==> src/rtl/cap_pkg.sv <==
package cap_pkg;

    typedef enum logic [1:0] {
        EDGE_OFF  = 2'b00,
        EDGE_RISE = 2'b01,
        EDGE_FALL = 2'b10,
        EDGE_ANY  = 2'b11
    } edge_e;

    typedef enum logic [1:0] {
        MODE_FREE     = 2'b00,
        MODE_GATED    = 2'b01,
        MODE_TO_STOP  = 2'b10,
        MODE_FREE_ALT = 2'b11
    } mode_e;

    typedef enum logic {
        ST_HALT = 1'b0,
        ST_RUN  = 1'b1
    } run_state_e;

endpackage

==> src/rtl/cap_sync.sv <==
module cap_sync #(
    parameter int NUM_PINS = 16
) (
    input  logic                clk_i,
    input  logic                rst_ni,
    input  logic [NUM_PINS-1:0] pins_i,
    output logic [NUM_PINS-1:0] rise_o,
    output logic [NUM_PINS-1:0] fall_o
);
    logic [NUM_PINS-1:0] meta_q;
    logic [NUM_PINS-1:0] sync_q;
    logic [NUM_PINS-1:0] prev_q;

    always_ff @(posedge clk_i or negedge rst_ni) begin
        if (!rst_ni) begin
            meta_q <= '0;
            sync_q <= '0;
            prev_q <= '0;
        end else begin
            meta_q <= pins_i;
            sync_q <= meta_q;
            prev_q <= sync_q;
        end
    end

    always_comb begin
        rise_o = sync_q & ~prev_q;
        fall_o = ~sync_q & prev_q;
    end
endmodule

==> src/rtl/cap_event_sel.sv <==
module cap_event_sel
    import cap_pkg::*;
#(
    parameter int NUM_PINS = 16,
    parameter int SEL_W    = $clog2(NUM_PINS)
) (
    input  logic [NUM_PINS-1:0] rise_i,
    input  logic [NUM_PINS-1:0] fall_i,
    input  logic [SEL_W-1:0]    sel_i,
    input  logic [1:0]          edge_sel_i,
    output logic                ev_o
);
    edge_e kind;

    always_comb begin
        kind = edge_e'(edge_sel_i);
        unique case (kind)
            EDGE_OFF:  ev_o = 1'b0;
            EDGE_RISE: ev_o = rise_i[sel_i];
            EDGE_FALL: ev_o = fall_i[sel_i];
            EDGE_ANY:  ev_o = rise_i[sel_i] | fall_i[sel_i];
        endcase
    end
endmodule

==> src/rtl/cap_channel.sv <==
module cap_channel
    import cap_pkg::*;
#(
    parameter int CNT_W = 16
) (
    input  logic             clk_i,
    input  logic             rst_ni,
    input  logic             tick_i,
    input  logic             ev_start_i,
    input  logic             ev_stop_i,
    input  logic [1:0]       mode_i,
    input  logic             sw_clear_i,
    input  logic             sw_start_i,
    input  logic             rd_start_i,
    input  logic             rd_stop_i,
    input  logic             rd_roll_i,
    output logic [CNT_W-1:0] count_o,
    output logic [CNT_W-1:0] cap_start_o,
    output logic [CNT_W-1:0] cap_stop_o,
    output logic             flag_start_o,
    output logic             flag_stop_o,
    output logic             flag_roll_o,
    output logic             irq_o
);
    localparam logic [CNT_W-1:0] CNT_MAX = '1;

    run_state_e state_q, state_d;
    mode_e      mode;
    logic       free_run, gated, halts_on_stop;
    logic       running, clr, advance, wrap;

    always_comb begin
        mode          = mode_e'(mode_i);
        free_run      = (mode == MODE_FREE) || (mode == MODE_FREE_ALT);
        gated         = (mode == MODE_GATED);
        halts_on_stop = (mode == MODE_GATED) || (mode == MODE_TO_STOP);
        running       = (state_q == ST_RUN);
    end

    // next-state logic
    always_comb begin
        state_d = state_q;
        unique case (state_q)
            ST_HALT: begin
                if (sw_start_i || free_run || (gated && ev_start_i))
                    state_d = ST_RUN;
            end
            ST_RUN: begin
                if (halts_on_stop && ev_stop_i)
                    state_d = ST_HALT;
            end
        endcase
    end

    // state register
    always_ff @(posedge clk_i or negedge rst_ni) begin
        if (!rst_ni) state_q <= ST_HALT;
        else         state_q <= state_d;
    end

    // a gated start restarts the count unless a coincident stop wins in RUN
    always_comb begin
        clr     = sw_clear_i || (gated && ev_start_i && !(running && ev_stop_i));
        advance = tick_i && running && !clr;
        wrap    = advance && (count_o == CNT_MAX);
    end

    // outputs
    always_ff @(posedge clk_i or negedge rst_ni) begin
        if (!rst_ni) begin
            count_o      <= '0;
            cap_start_o  <= '0;
            cap_stop_o   <= '0;
            flag_start_o <= 1'b0;
            flag_stop_o  <= 1'b0;
            flag_roll_o  <= 1'b0;
        end else begin
            if (clr)          count_o <= '0;
            else if (advance) count_o <= count_o + 1'b1;

            if (ev_start_i) cap_start_o <= count_o;
            if (ev_stop_i)  cap_stop_o  <= count_o;

            if (ev_start_i)      flag_start_o <= 1'b1;
            else if (rd_start_i) flag_start_o <= 1'b0;

            if (ev_stop_i)      flag_stop_o <= 1'b1;
            else if (rd_stop_i) flag_stop_o <= 1'b0;

            if (wrap)           flag_roll_o <= 1'b1;
            else if (rd_roll_i) flag_roll_o <= 1'b0;
        end
    end

    assign irq_o = flag_start_o | flag_stop_o | flag_roll_o;
endmodule

==> src/rtl/dual_edge_capture.sv <==
module dual_edge_capture
    import cap_pkg::*;
#(
    parameter int NUM_CH   = 2,
    parameter int CNT_W    = 16,
    parameter int NUM_PINS = 16,
    localparam int SEL_W   = $clog2(NUM_PINS)
) (
    input  logic                      clk_i,
    input  logic                      rst_ni,
    input  logic                      tick_i,
    input  logic [NUM_PINS-1:0]       pins_i,
    input  logic [NUM_CH*SEL_W-1:0]   start_sel_i,
    input  logic [NUM_CH*SEL_W-1:0]   stop_sel_i,
    input  logic [NUM_CH*2-1:0]       start_edge_i,
    input  logic [NUM_CH*2-1:0]       stop_edge_i,
    input  logic [NUM_CH*2-1:0]       mode_i,
    input  logic [NUM_CH-1:0]         sw_clear_i,
    input  logic [NUM_CH-1:0]         sw_start_i,
    input  logic [NUM_CH-1:0]         rd_start_i,
    input  logic [NUM_CH-1:0]         rd_stop_i,
    input  logic [NUM_CH-1:0]         rd_roll_i,
    output logic [NUM_CH*CNT_W-1:0]   count_o,
    output logic [NUM_CH*CNT_W-1:0]   cap_start_o,
    output logic [NUM_CH*CNT_W-1:0]   cap_stop_o,
    output logic [NUM_CH-1:0]         flag_start_o,
    output logic [NUM_CH-1:0]         flag_stop_o,
    output logic [NUM_CH-1:0]         flag_roll_o,
    output logic [NUM_CH-1:0]         irq_o
);
    logic [NUM_PINS-1:0] rise, fall;
    logic [NUM_CH-1:0]   ev_start, ev_stop;

    cap_sync #(.NUM_PINS(NUM_PINS)) u_sync (
        .clk_i  (clk_i),
        .rst_ni (rst_ni),
        .pins_i (pins_i),
        .rise_o (rise),
        .fall_o (fall)
    );

    for (genvar c = 0; c < NUM_CH; c++) begin : g_ch
        cap_event_sel #(.NUM_PINS(NUM_PINS), .SEL_W(SEL_W)) u_start_sel (
            .rise_i     (rise),
            .fall_i     (fall),
            .sel_i      (start_sel_i[c*SEL_W +: SEL_W]),
            .edge_sel_i (start_edge_i[2*c +: 2]),
            .ev_o       (ev_start[c])
        );

        cap_event_sel #(.NUM_PINS(NUM_PINS), .SEL_W(SEL_W)) u_stop_sel (
            .rise_i     (rise),
            .fall_i     (fall),
            .sel_i      (stop_sel_i[c*SEL_W +: SEL_W]),
            .edge_sel_i (stop_edge_i[2*c +: 2]),
            .ev_o       (ev_stop[c])
        );

        cap_channel #(.CNT_W(CNT_W)) u_chan (
            .clk_i        (clk_i),
            .rst_ni       (rst_ni),
            .tick_i       (tick_i),
            .ev_start_i   (ev_start[c]),
            .ev_stop_i    (ev_stop[c]),
            .mode_i       (mode_i[2*c +: 2]),
            .sw_clear_i   (sw_clear_i[c]),
            .sw_start_i   (sw_start_i[c]),
            .rd_start_i   (rd_start_i[c]),
            .rd_stop_i    (rd_stop_i[c]),
            .rd_roll_i    (rd_roll_i[c]),
            .count_o      (count_o[c*CNT_W +: CNT_W]),
            .cap_start_o  (cap_start_o[c*CNT_W +: CNT_W]),
            .cap_stop_o   (cap_stop_o[c*CNT_W +: CNT_W]),
            .flag_start_o (flag_start_o[c]),
            .flag_stop_o  (flag_stop_o[c]),
            .flag_roll_o  (flag_roll_o[c]),
            .irq_o        (irq_o[c])
        );
    end
endmodule

==> config.mk <==
export PLATFORM = sky130hd
export DESIGN_NAME = dual_edge_capture
export DESIGN_NICKNAME = d
export VERILOG_FILES = /design/src/rtl/cap_pkg.sv /design/src/rtl/cap_sync.sv /design/src/rtl/cap_event_sel.sv /design/src/rtl/cap_channel.sv /design/src/rtl/dual_edge_capture.sv
export SDC_FILE = /design/constraint.sdc
export NUM_CORES = 1
export LEC_CHECK = 0
export ABC_AREA = 1
export BUFFER_PORTS_ARGS = -buffer_cell sky130_fd_sc_hd__buf_4
export CAP_MARGIN = 20
export CORE_MARGIN = 10
export CORE_UTILIZATION = 59
export DETAILED_ROUTE_END_ITERATION = 8
export PLACE_DENSITY = 0.85
export SYNTH_ARGS = -nofsm -noshare
export SYNTH_HDL_FRONTEND = slang
export SYNTH_HIERARCHICAL = 1
export SYNTH_SLANG_ARGS = --single-unit
==> constraint.sdc <==
create_clock -name clk_i -period 2.9 [get_ports clk_i]
set_input_delay 0.58 -clock clk_i [delete_from_list [all_inputs] [get_ports clk_i]]
set_output_delay 0.58 -clock clk_i [all_outputs]
set_load 0.005 [all_outputs]
Word level (Yosys, flattened, before mapping). Cells that the tools add are included.

Output and inout bits: 104. Input port bits: 57. Register bits: 152. Word-level logic and storage cells: 141.

Equality and inequality tests: 20. $lt $le $gt $ge: 4. Reduce and logical (&&, ||, !) cells: 42. Add/sub/neg operators: 2. Muxes and demuxes: 42. Bitwise gates (word level): 14.

Operators with widths (count): 2-to-1 mux 16 bit (4); adder 16 x 1 -> 16 bit (second input constant) (2); AND 16 bit (2); binary-select mux 1 bit (select 4 bit) (8); == test 16 bit (second input constant) (2); NOT 16 bit (2); == test 2 bit (second input constant) (12); 2-to-1 mux 1 bit (24); < comparator 4 x 5 -> 1 bit (second input constant) (4); one-hot mux 1 bit (4 select lines) (4); nonzero test 2 bit (8); logical AND 1 bit (14); == test 2 x 1 -> 1 bit (second input constant) (6); logical NOT 2 bit (6); logical OR 1 bit (10); OR 1 bit (8); logical NOT 1 bit (4); one-hot mux 1 bit (2 select lines) (2); NOT 1 bit (2).

Longest topological paths before layout.
Depth in word-level cells: 14. Gate-level depth with buffers: 17. Gate-level depth less buffers: 16.

By module. The synthesis kept the hierarchy.

By module, submodules not included: cap_channel (g_ch[0].u_chan) (cells each 263, instances 1, sequential area each 1301.2 um2, area each 2296.0 um2); cap_channel (g_ch[1].u_chan) (cells each 257, instances 1, sequential area each 1301.2 um2, area each 2274.7 um2); cap_event_sel (cells each 99, instances 4, sequential area each 0.0 um2, area each 421.7 um2); cap_sync (cells each 112, instances 1, sequential area each 1201.2 um2, area each 1441.4 um2).

Worst setup path after synthesis. Ideal clock, no wire load.

Path kind: input port to flip-flop. From: in stop_sel_i[4]. To: reg g_ch[1].u_chan.count_o[7]. Cell stages on the path: 17. Buffers on the path: 3. Setup slack: 0.848 ns. Library setup time: 0.122 ns. Data required time: 2.778 ns. Arrival time: 1.931 ns. Path through: buf_6 > inv_4 > buf_6 > nand2_1 > nand3_1 > nand3_1 > nand3_1 > nand2_1 > nand2_1 > nand2_1 > nand2_1 > nand3_2 > nand2_4 > clkinv_2 > buf_6 > o21ai_1 > a21oi_2.

Longest elaborated chain between the ends: 11. Elaborated cells between the ends (all ways): 14. Those cells by class: mux (6); bitwise (1); reduce/logical (7).

Ends and longest elaborated chain: from (decl) (line dual_edge_capture.sv:14) `input logic [NUM_CH*SEL_W-1:0] stop_sel_i,`; binary-select mux 1 bit (select 4 bit) (on tied branches) (line cap_event_sel.sv:19, cap_event_sel.sv:21, cap_event_sel.sv:20); 2-to-1 mux 1 bit (on tied branches) (line cap_event_sel.sv:19, cap_event_sel.sv:21, cap_event_sel.sv:20); OR 1 bit (line cap_event_sel.sv:21) `EDGE_ANY: ev_o = rise_i[sel_i] | fall_i[sel_i];`; one-hot mux 1 bit (4 select lines) (*) (line cap_event_sel.sv:17) `unique case (kind)`; via ev_stop[1] (line dual_edge_capture.sv:32) `logic [NUM_CH-1:0] ev_start, ev_stop;`; logical AND 1 bit (*) (line cap_channel.sv:63) `clr = sw_clear_i || (gated && ev_start_i && !(running && ev_stop_i));`; logical NOT 1 bit (*) (line cap_channel.sv:63); logical AND 1 bit (*) (line cap_channel.sv:63); logical OR 1 bit (*) (line cap_channel.sv:63); logical NOT 1 bit (line cap_channel.sv:64) `advance = tick_i && running && !clr;`; logical AND 1 bit (line cap_channel.sv:64); nonzero test 2 bit (no line); to (signal assigned) (line cap_channel.sv:79) `else if (advance) count_o <= count_o + 1'b1;`; to (decl) (line cap_channel.sv:17) `output logic [CNT_W-1:0] count_o,`.

Mark *: on every way through the listed nets, which the timed path passes. The rest lies on a longest branch. The select of a mux whose other input is x is not followed. A chain may end at the register's enable or synchronous reset.

Final worst setup path.
From: reg u_sync.sync_q[3]. To: reg g_ch[1].u_chan.count_o[0].

Longest elaborated chain between the ends: 13. Elaborated cells between the ends (all ways): 24. Those cells by class: mux (11); bitwise (5); reduce/logical (8).

Ends and longest elaborated chain: from (decl) (line cap_sync.sv:11) `logic [NUM_PINS-1:0] sync_q;`; from (signal assigned) (line cap_sync.sv:21) `sync_q <= meta_q;`; NOT 16 bit (*) (line cap_sync.sv:28) `fall_o = ~sync_q & prev_q;`; AND 16 bit (*) (line cap_sync.sv:28); via fall[3] (line dual_edge_capture.sv:31) `logic [NUM_PINS-1:0] rise, fall;`; binary-select mux 1 bit (select 4 bit) (*) (line cap_event_sel.sv:20, cap_event_sel.sv:21); 2-to-1 mux 1 bit (not written as such) (*) (line cap_event_sel.sv:20, cap_event_sel.sv:21); OR 1 bit (line cap_event_sel.sv:21); one-hot mux 1 bit (4 select lines) (*) (line cap_event_sel.sv:17); via ev_stop[1] (line dual_edge_capture.sv:32); logical AND 1 bit (*) (line cap_channel.sv:63); logical NOT 1 bit (*) (line cap_channel.sv:63); logical AND 1 bit (*) (line cap_channel.sv:63); logical OR 1 bit (*) (line cap_channel.sv:63); logical NOT 1 bit (line cap_channel.sv:64); logical AND 1 bit (line cap_channel.sv:64); nonzero test 2 bit (no line).

Marks and branches as above.

==> results.sh <==
export IMPL_gr_total_overflow=0
export IMPL_grt_pass1_vias=6978
export IMPL_place_gp_congestion=0.9602
export IMPL_max_cap_violations=0
export IMPL_post_route_setup_tns_ps=0
export IMPL_design_final_nets=1247
export IMPL_postCtsResizedCells=0
export IMPL_clkSinkCount=152
export IMPL_antenna_diode_count=0
export IMPL_die_x_um=134.2
export IMPL_post_synthesis_cells=1028
export IMPL_post_dp_hpwl_mm=16.26
export IMPL_routed_via_count=7098
export IMPL_insertion_delay_ps=420
export IMPL_vdd_drop_max_uv=422.1
export IMPL_grt_pass1_wl_mm=35.34
export IMPL_finalClockSkew_ps=13.42
export IMPL_synth_flop_cell="dfrtp_1"
export IMPL_hold_viol_final=0
export IMPL_fillers=989
export IMPL_number_of_flops_mapped_to_enable_cells_by_yosys=0
export IMPL_mappedNetlistNets=1089
export IMPL_finish_instance_area_sq_mm=0.009549
export IMPL_die_area_sq_mm=0.01802
export IMPL_clock_fmax_mhz=416.1
export IMPL_slew_viol_final=0
export IMPL_rsz0062_at_grt="false"
export IMPL_power_static_leakage_nw=5.184
export IMPL_yosysSeqAreaShare=0.4941
export IMPL_register_bit_count_reported_by_yosys=152
export IMPL_clock_tree_from_tritoncts="done"
export IMPL_total_power_mw=5.006
export IMPL_worst_path_clk_slew_ps=60
export IMPL_grt_max_degree=66
export IMPL_start_util=0.6051
export IMPL_cts_path_max_buffers=2
export IMPL_drt_iter0_markers=550
export IMPL_post_route_period_util=0.8287
export IMPL_syn_area_per_cell_sq_um=7.489
export IMPL_postRouteAntennaNets=0
export IMPL_min_period_ps=2403
export IMPL_finalCoreUtilization=0.7506
export IMPL_viasPerCell=5.177
export IMPL_cp_max_fo=13
export IMPL_final_layout_size_suffix_gt1_frac=0.2052
export IMPL_post_cts_setup_driven_buffer_insertion_count=0
export IMPL_netlist_cell_type_count=34
export IMPL_antenna_found_initial=0
export IMPL_portBuffers=160
export IMPL_slew_of_the_pin_with_the_lowest_slew_margin_ps=617.0
export IMPL_run_status="complete, no violations"
export IMPL_post_route_drc_count=0
export IMPL_std_cell_rows=41
export IMPL_die_height_um=134.2
export IMPL_areaGrowthSynthToFinish_pct=24.04
export IMPL_power_per_cell_area_mw_per_mm2=524.2
export IMPL_wl_mm=21.81
export IMPL_final_setup_worst_slack_ps=496.7
export IMPL_number_of_warning_messages_in_the_yosys_log=6
export IMPL_timing_critical_path_from_type="register"
export IMPL_cp_cell_instances="nor2_1, inv_1, nand2_1, nand3_1, nand3_1, nand3_1, nand2_1, nand2_1, nand2_1, nand2_1, nand3_2, nand2_4, clkinv_2, nand2_1, o21ai_0"
export IMPL_netlist_area_sq_mm=0.007699
export IMPL_ctsRootBufferMaster="clkbuf_16"
export IMPL_placedInstanceArea_sq_mm=0.008972
export IMPL_critPathKind="reg -> reg"
export IMPL_route_detailed_wl_per_inst_um=15.91
export IMPL_ctsHtreeMaxLevel=4
export IMPL_finalSetupViolations=0
export IMPL_final_cell_mix="nand2_1, inv_1, buf_4, dfrtp_1, nand3_1"
export IMPL_final_common_cell="nand2_1"
export IMPL_worst_ep_required_time_ps=3230
export IMPL_cpPeakStageDelay_ps=450
export IMPL_crit_reg2reg_launch="u_sync/sync_q[3]$_DFF_PN0_"
export IMPL_timing_slew_headroom=0.5887
export IMPL_place_ws_ps=470.0
export IMPL_timing_critical_path_arrival_ps=2740
export IMPL_worst_hold_path_type="in -> async"
export IMPL_timing_critical_path_mode_cell="nand2_1"
export IMPL_synth_async_sr_flop_share=1.000
export IMPL_worst_setup_path_startpoint="u_sync/sync_q[3]$_DFF_PN0_"
export IMPL_drt_pass1_iter_count=5
export IMPL_floorplan_core_area_sq_mm=0.01272
export IMPL_cts_hold_repair_buffers=0
export IMPL_tritoncts_num_buffers=17
export IMPL_timing_critical_path_to_type="register"
export IMPL_i_o_pin_total=161
export IMPL_grt_usage=0.2428
export IMPL_slowest_stage="nor2_1"
-- power by group --
| group | leakage, nW | internal [mW] | switching [mW] |
|---|---|---|---|
| sequential | 1.99 | 2.19 | 0.0530 |
| combinational | 2.92 | 0.223 | 0.401 |
| clock | 0.278 | 1.22 | 0.910 |
| total | 5.18 | 3.64 | 1.36 |
-- area by class of cell --
class / count / area, sq um / area share
well taps: 172 / 215.2 / 0.02254
flip-flops and latches: 152 / 3804 / 0.3983
multi-input cells: 667 / 2985 / 0.3126
inverters: 183 / 700.7 / 0.07338
clock buffers: 18 / 439.2 / 0.04599
repair buffers: 165 / 1267 / 0.1327
clock inverters: 14 / 137.6 / 0.01441
-- critical path, delay by kind of cell, from the launching register on --
kind / cells / cell delay, ps
buf+inv: 2 / 240
compound gates: 1 / 150
simple gates: 12 / 1540
flops: 1 / 400
-- sequential cells by signal, summed over array words and instances (netlist names) --
signal / cells
g_ch.u_chan/cap_start_o: 32
u_sync/sync_q: 16
u_sync/prev_q: 16
g_ch.u_chan/flag_start_o: 2
g_ch.u_chan/cap_stop_o: 32
g_ch.u_chan/count_o: 32
g_ch.u_chan/running: 2
u_sync/meta_q: 16
g_ch.u_chan/flag_roll_o: 2
g_ch.u_chan/flag_stop_o: 2
-- kinds of logic (layout without fill, tap and decap cells) --
kind of cell / after synthesis / in the layout / synth area share
DFF: 152 / 152 / 0.4941
adders and majority gates: 4 / 4 / 0.006501
and+or+nand+nor: 577 / 577 / 0.3207
buffers and inverters: 209 / 380 / 0.1182
AOI/OAI and AO/OA: 86 / 86 / 0.06062
-- per-layer routing --
| layer | GRT usage | wire length [um] |
|---|---|---|
| met4 | 0.08222 | 345 |
| met3 | 0.07804 | 1768 |
| met1 | 0.3032 | 9122 |
| met5 | 0 | 0 |
| met2 | 0.3885 | 10580 |
-- path summary, 6_finish.rpt --
kind                                                         end  slack (ps)  cells past startpoint
max                        g_ch[1].u_chan/count_o[0]$_DFFE_PN0P_         500                     15
min                                   u_sync/prev_q[0]$_DFF_PN0_         150                      1
max reg2reg                g_ch[1].u_chan/count_o[0]$_DFFE_PN0P_         500                     15
min reg2reg                           u_sync/sync_q[4]$_DFF_PN0_         350                      0
max in group asynchronous            u_sync/prev_q[14]$_DFF_PN0_        2060                      2
min in group clk_i                   u_sync/meta_q[10]$_DFF_PN0_         270                      1
-- synth_stat cells (all sizes together) (4+ instances only) --
cell,number,share of area
nand2,372,0.19
inv,181,0.090
dfrtp,152,0.49
nand3,104,0.069
nor2,89,0.053
o21ai,63,0.042
buf,24,0.026
a21oi,17,0.013
nand4,6,0.0057
a211oi,4,0.0039
ha,4,0.0065
nor3,4,0.0026
-- per-stage QoR --
step | cells | hold slack [ps]
after floorplan | 1028 | 284.4
after global placement | 1339 | 332.9
after detailed placement | 1339 | 335.6
after CTS | 1371 | 165.1
after global routing | 1371 | 178.5
final | 1371 | 152.9
No activity file was read; power rests on OpenSTA's default activity.
